### config.mk
export PLATFORM = sky130hd
export DESIGN_NAME = target_fetch_buf
export DESIGN_NICKNAME = d
export VERILOG_FILES = /design/src/rtl/tfb_pkg.sv /design/src/rtl/tfb_store.sv /design/src/rtl/tfb_fill.sv /design/src/rtl/target_fetch_buf.sv
export SDC_FILE = /design/constraint.sdc
export NUM_CORES = 2
export LEC_CHECK = 0
export CORE_ASPECT_RATIO = 0.5
export CORE_UTILIZATION = 25
export CTS_CLUSTER_SIZE = 30
export DETAILED_ROUTE_END_ITERATION = 7
export PLACE_DENSITY = 0.53
export SYNTH_ARGS = -nofsm -noshare
export SYNTH_HDL_FRONTEND = slang
export SYNTH_HIERARCHICAL = 1
export SYNTH_SLANG_ARGS = --single-unit
### constraint.sdc
create_clock -name clk -period 11.7 [get_ports clk]
set_input_delay 1.755 -clock clk [delete_from_list [all_inputs] [get_ports clk]]
set_output_delay 1.755 -clock clk [all_outputs]
set_load 0.005 [all_outputs]
### src/rtl/tfb_pkg.sv
package tfb_pkg;
    localparam int ADDR_W      = 32;
    localparam int GROUP_W     = 64;
    localparam int GROUP_BYTES = GROUP_W / 8;
    localparam int NUM_ENT_DEF = 4;

    typedef logic [ADDR_W-1:0]  addr_t;
    typedef logic [GROUP_W-1:0] grp_t;

    typedef enum logic [1:0] {
        BR_OTHER    = 2'b00,
        BR_PLAIN    = 2'b01,
        BR_LINK     = 2'b10,
        BR_INDIRECT = 2'b11
    } br_kind_e;

    typedef enum logic [1:0] {
        FS_IDLE  = 2'd0,
        FS_WAIT0 = 2'd1,
        FS_WAIT1 = 2'd2
    } fill_st_e;

    typedef struct packed {
        addr_t      src;
        addr_t      dst;
        grp_t       g0;
        grp_t       g1;
        logic [1:0] gv;
    } line_t;

    function automatic addr_t step_groups(addr_t a, int unsigned n);
        return a + addr_t'(n * GROUP_BYTES);
    endfunction

    function automatic logic is_direct(logic [1:0] k);
        return (k == BR_PLAIN) || (k == BR_LINK);
    endfunction
endpackage

### src/rtl/tfb_store.sv
module tfb_store
    import tfb_pkg::*;
#(
    parameter int NUM_ENT = NUM_ENT_DEF
) (
    input  logic       clk,
    input  logic       rst,
    input  logic       inval,
    input  addr_t      lk_src,
    input  addr_t      lk_dst,
    output logic       lk_hit,
    output grp_t       lk_g0,
    output grp_t       lk_g1,
    output logic [1:0] lk_gv,
    input  logic       wr_en,
    input  line_t      wr_line
);
    localparam int IDX_W = (NUM_ENT > 1) ? $clog2(NUM_ENT) : 1;

    line_t              ent [NUM_ENT];
    logic [NUM_ENT-1:0] vld;
    logic [NUM_ENT-1:0] hit_vec;
    logic [NUM_ENT-1:0] same_vec;
    logic [IDX_W-1:0]   rr;
    logic [IDX_W-1:0]   vic;
    logic               use_rr;

    for (genvar i = 0; i < NUM_ENT; i++) begin : g_cmp
        assign hit_vec[i]  = vld[i] && ent[i].src == lk_src  && ent[i].dst == lk_dst;
        assign same_vec[i] = vld[i] && ent[i].src == wr_line.src && ent[i].dst == wr_line.dst;
    end

    always_comb begin
        lk_g0 = '0;
        lk_g1 = '0;
        lk_gv = '0;
        for (int i = 0; i < NUM_ENT; i++) begin
            if (hit_vec[i]) begin
                lk_g0 = ent[i].g0;
                lk_g1 = ent[i].g1;
                lk_gv = ent[i].gv;
            end
        end
    end
    assign lk_hit = |hit_vec;

    always_comb begin
        logic found;
        found  = 1'b0;
        vic    = rr;
        for (int i = 0; i < NUM_ENT; i++) begin
            if (!found && same_vec[i]) begin
                vic   = IDX_W'(i);
                found = 1'b1;
            end
        end
        for (int i = 0; i < NUM_ENT; i++) begin
            if (!found && !vld[i]) begin
                vic   = IDX_W'(i);
                found = 1'b1;
            end
        end
        use_rr = !found;
    end

    always_ff @(posedge clk) begin
        if (rst) begin
            vld <= '0;
            rr  <= '0;
        end else if (inval) begin
            vld <= '0;
        end else if (wr_en) begin
            vld[vic] <= 1'b1;
            if (use_rr)
                rr <= (rr == IDX_W'(NUM_ENT - 1)) ? '0 : rr + 1'b1;
        end
    end

    always_ff @(posedge clk) begin
        if (wr_en && !inval && !rst)
            ent[vic] <= wr_line;
    end

    // never more than one matching entry
    p_single_match_r12: assert property (@(posedge clk) disable iff (rst)
        $onehot0(hit_vec));

    // an invalidate leaves the store empty on the next cycle
    p_inval_empties_r9: assert property (@(posedge clk) disable iff (rst)
        inval |=> (vld == '0));
endmodule

### src/rtl/tfb_fill.sv
module tfb_fill
    import tfb_pkg::*;
(
    input  logic  clk,
    input  logic  rst,
    input  logic  cancel,
    input  logic  inval,
    input  logic  br_elig,
    input  logic  br_hit,
    input  addr_t br_src,
    input  addr_t br_dst,
    input  logic  ic_valid,
    input  addr_t ic_addr,
    input  grp_t  ic_data,
    output logic  wr_en,
    output line_t wr_line
);
    fill_st_e st, st_nx;
    addr_t    f_src, f_dst;
    grp_t     f_g0;
    logic     load, cap;

    always_comb begin
        st_nx   = st;
        load    = 1'b0;
        cap     = 1'b0;
        wr_en   = 1'b0;
        wr_line = '{src: f_src, dst: f_dst, g0: f_g0, g1: ic_data, gv: 2'b11};
        if (inval || cancel) begin
            st_nx = FS_IDLE;
        end else if (br_elig) begin
            if (st == FS_WAIT1) begin
                wr_en      = 1'b1;
                wr_line.g1 = '0;
                wr_line.gv = 2'b01;
            end
            load  = !br_hit;
            st_nx = br_hit ? FS_IDLE : FS_WAIT0;
        end else begin
            unique case (st)
                FS_WAIT0: if (ic_valid && ic_addr == f_dst) begin
                    cap   = 1'b1;
                    st_nx = FS_WAIT1;
                end
                FS_WAIT1: if (ic_valid && ic_addr == step_groups(f_dst, 1)) begin
                    wr_en = 1'b1;
                    st_nx = FS_IDLE;
                end
                default: ;
            endcase
        end
    end

    always_ff @(posedge clk) begin
        if (rst) begin
            st    <= FS_IDLE;
            f_src <= '0;
            f_dst <= '0;
            f_g0  <= '0;
        end else begin
            st <= st_nx;
            if (load) begin
                f_src <= br_src;
                f_dst <= br_dst;
            end
            if (cap)
                f_g0 <= ic_data;
        end
    end

    // a cancel leaves no fill pending
    p_cancel_idles_r10: assert property (@(posedge clk) disable iff (rst)
        cancel |=> (st == FS_IDLE));

    // nothing is written during invalidate or cancel
    p_no_write_on_kill_r10: assert property (@(posedge clk) disable iff (rst)
        (inval || cancel) |-> !wr_en);

    // no entry is written while the first group is awaited
    p_wait0_silent_r11: assert property (@(posedge clk) disable iff (rst)
        (st == FS_WAIT0) |-> !wr_en);
endmodule

### src/rtl/target_fetch_buf.sv
module target_fetch_buf
    import tfb_pkg::*;
#(
    parameter int NUM_ENT = NUM_ENT_DEF
) (
    input  logic               clk,
    input  logic               rst,
    input  logic               br_valid,
    input  logic [1:0]         br_kind,
    input  logic [ADDR_W-1:0]  br_pc,
    input  logic [ADDR_W-1:0]  br_target,
    input  logic               ic_valid,
    input  logic [ADDR_W-1:0]  ic_addr,
    input  logic [GROUP_W-1:0] ic_data,
    input  logic               mispredict,
    input  logic               inval_all,
    output logic               hit,
    output logic [GROUP_W-1:0] hit_group0,
    output logic [GROUP_W-1:0] hit_group1,
    output logic               hit_two,
    output logic [ADDR_W-1:0]  resume_addr
);
    logic       elig;
    logic       st_hit;
    grp_t       st_g0, st_g1;
    logic [1:0] st_gv;
    logic       wr_en;
    line_t      wr_line;

    assign elig = br_valid && is_direct(br_kind);

    tfb_store #(.NUM_ENT(NUM_ENT)) u_store (
        .clk     (clk),
        .rst     (rst),
        .inval   (inval_all),
        .lk_src  (br_pc),
        .lk_dst  (br_target),
        .lk_hit  (st_hit),
        .lk_g0   (st_g0),
        .lk_g1   (st_g1),
        .lk_gv   (st_gv),
        .wr_en   (wr_en),
        .wr_line (wr_line)
    );

    tfb_fill u_fill (
        .clk      (clk),
        .rst      (rst),
        .cancel   (mispredict),
        .inval    (inval_all),
        .br_elig  (elig),
        .br_hit   (st_hit),
        .br_src   (br_pc),
        .br_dst   (br_target),
        .ic_valid (ic_valid),
        .ic_addr  (ic_addr),
        .ic_data  (ic_data),
        .wr_en    (wr_en),
        .wr_line  (wr_line)
    );

    assign hit         = elig && st_hit;
    assign hit_two     = hit && st_gv[1];
    assign hit_group0  = hit ? st_g0 : '0;
    assign hit_group1  = hit_two ? st_g1 : '0;
    assign resume_addr = !hit ? br_target : step_groups(br_target, hit_two ? 2 : 1);

    // a hit is only ever reported for a direct-kind request
    p_hit_direct_only_r2: assert property (@(posedge clk) disable iff (rst)
        hit |-> (br_valid && (br_kind == 2'b01 || br_kind == 2'b10)));
endmodule

==> results.sh <==
export IMPL_cp_max_fo=67
export IMPL_min_path_type="flop to flop"
export IMPL_cp_endpoint="resume_addr[29]"
export IMPL_layout_drive_gt1_share_pct=12.11
export IMPL_power_density_nw_per_um2=138.6
export IMPL_power_switching_uw=1602
export IMPL_startpoint="br_target[7]"
export IMPL_outcome="complete, no violations"
export IMPL_portBuffers=329
export IMPL_r2r_cells=11
export IMPL_core_um2=164900
export IMPL_reg2reg_to="u_store/ent[1][100]"
export IMPL_swShare_pct=22.67
export IMPL_cts_clk_slew_worst_paths_ns=0.06
export IMPL_pwr_share_seq_pct=49.5
export IMPL_htree_num_levels=3
export IMPL_cp_arrival_ns=7.96
export IMPL_num_io_pins=330
export IMPL_startpoint_type="input port"
export IMPL_cts_resized=0
export IMPL_dr_pass1_iters=5
export IMPL_cts_buffers=92
export IMPL_grt_remaining_overflow=0
export IMPL_max_cap_viol_count=0
export IMPL_fin_crit_ns=9.712
export IMPL_worst_slack_ns=1.988
export IMPL_relSlewSlack_pct=22.45
export IMPL_netlist_area_um2=41760
export IMPL_ff2ff_setup_slack_ns=5.17
export IMPL_final_common_cell="edfxtp_1"
export IMPL_total_leakage_power_uw=0.01531
export IMPL_cts_path_max_buffers=3
export IMPL_globalplace_congestion=0.9530
export IMPL_p_clk_share_pct=45.7
export IMPL_start_util_pct=25.33
export IMPL_cts_tree="yes"
export IMPL_timing_hold_ws_ns=0.4600
export IMPL_grt_start_max_net_pins=133
export IMPL_rsz0062_at_grt="no"
export IMPL_synth_cells=3294
export IMPL_die_w_um=580.0
export IMPL_first_iter_violations=2875
export IMPL_criticalPathCategory="input port to output pin"
export IMPL_viasPerCell=4.825
export IMPL_grt_pass1_wl_um=229500
export IMPL_slew_viol_final=0
export IMPL_grt_pass1_vias=28067
export IMPL_vias=28452
export IMPL_finalCritPeriodShare_pct=83.01
export IMPL_critical_path_required_ns=9.95
export IMPL_syn_avg_cell_area_um2=12.68
export IMPL_finalWirelength_um=167200
export IMPL_rows=105
export IMPL_hold_viol=0
export IMPL_clk_insertion_delay_late_ns=0.73
export IMPL_root_buffer="clkbuf_16"
export IMPL_max_freq_mhz=103.0
export IMPL_postRouteAntennaNets=0
export IMPL_dieArea_um2=168800
export IMPL_drc=0
export IMPL_combPwrFrac_pct=4.8
export IMPL_crit_path_end_kind="output pin"
export IMPL_layout_common_cells="edfxtp_1, nand2_1, clkdlybuf4s50_1, xnor2_1, xor2_1"
export IMPL_cellInternalPower_uw=5465
export IMPL_ys_warn_count=6
export IMPL_synth_nets=3465
export IMPL_max_slew_worst_pin_slew_ns=1.160
export IMPL_clock_skew_ns=0.06492
export IMPL_grt_total_usage_pct=19.23
export IMPL_postCtsSetupBuffers=0
export IMPL_r2r_start="u_fill/f_dst[6]"
export IMPL_dp_hpwl_um=112800
export IMPL_syn_to_final_growth_pct=22.12
export IMPL_finalSetupTns_ns=0
export IMPL_vdd_ir_drop_worst_mv=0.1114
export IMPL_final_nets=3794
export IMPL_die_h_um=291.0
export IMPL_setup_viol=0
export IMPL_hold_buffers=0
export IMPL_clock_sinks=908
export IMPL_antenna_found_initial=12
export IMPL_wire_per_inst_um=28.36
export IMPL_dp_slack_ns=1.936
## registers in the layout, indices dropped and copies added, names as in the netlist
name	count
u_fill/f_g0	64
u_fill/st	2
u_store/rr	2
u_store/ent	772
u_fill/f_dst	32
u_fill/f_src	32
u_store/vld	4
## worst min-delay path by stage
stage,startpoint,end,slack (ns),cells past startpoint
after floorplan,u_fill/st[1],u_fill/st[1],0.43,1
after global placement,u_fill/f_dst[1],u_fill/f_dst[1],0.44,2
after detailed placement,u_fill/f_dst[1],u_fill/f_dst[1],0.45,2
after CTS,u_fill/f_dst[1],u_fill/f_dst[1],0.46,2
after global routing,u_fill/f_dst[1],u_fill/f_dst[1],0.50,2
final,u_fill/f_dst[1],u_fill/f_dst[1],0.46,2
## final cells by class
class	instances	area (um^2)
fill	16462	113900
sequential	908	25900
multi-input combinational	2111	14680
timing repair buffer	407	3955
tap	2193	2744
clock buffer	116	2546
clock inverter	55	769.5
inverter	103	386.6
antenna	4	10.01
## worst max-delay path, stage by stage
cell and delay [ns]:
clkdlybuf4s50_1 0.89, xnor2_1 0.44, nand4_1 0.30, nor4_1 0.55, nand4_1 0.22, nor4_1 0.68
buf_4 0.26, o21bai_4 0.09, o21ai_0 0.19, mux2_2 0.19, buf_4 0.69, a21o_1 0.32
nand4_1 0.24, nor4_1 0.39, xor2_1 0.19, clkdlybuf4s50_1 0.52
## layer usage
metal,vias up,routed length (um),global-route usage (%)
li1,12603,-,-
met3,194,8655,2.823
met5,-,17,0
met4,2,4753,5.661
met1,14730,72610,25.49
met2,923,81190,32.47
## stage by stage
step / std cells / total power, uW / util (%) / area [um^2]
5_1_grt: 5894 / 7257 / 30.93 / 50990
2_1_floorplan: 3294 / 3685 / - / 41760
3_5_place_dp: 5722 / 3902 / 28.92 / 47670
4_1_cts: 5893 / 7133 / 30.93 / 50990
6_report: 5897 / 7067 / 30.93 / 51000
3_3_place_gp: 5722 / 3904 / 28.92 / 47670
## power groups by stage
stage,Clock (uW),Combinational [uW],Sequential (uW)
detailed placement,0,332,3570
global placement,0,335,3570
CTS,3300,335,3500
finish,3230,336,3500
floorplan,0,120,3570
global route,3410,348,3500
Note: power is estimated with default switching activity, not from simulation.
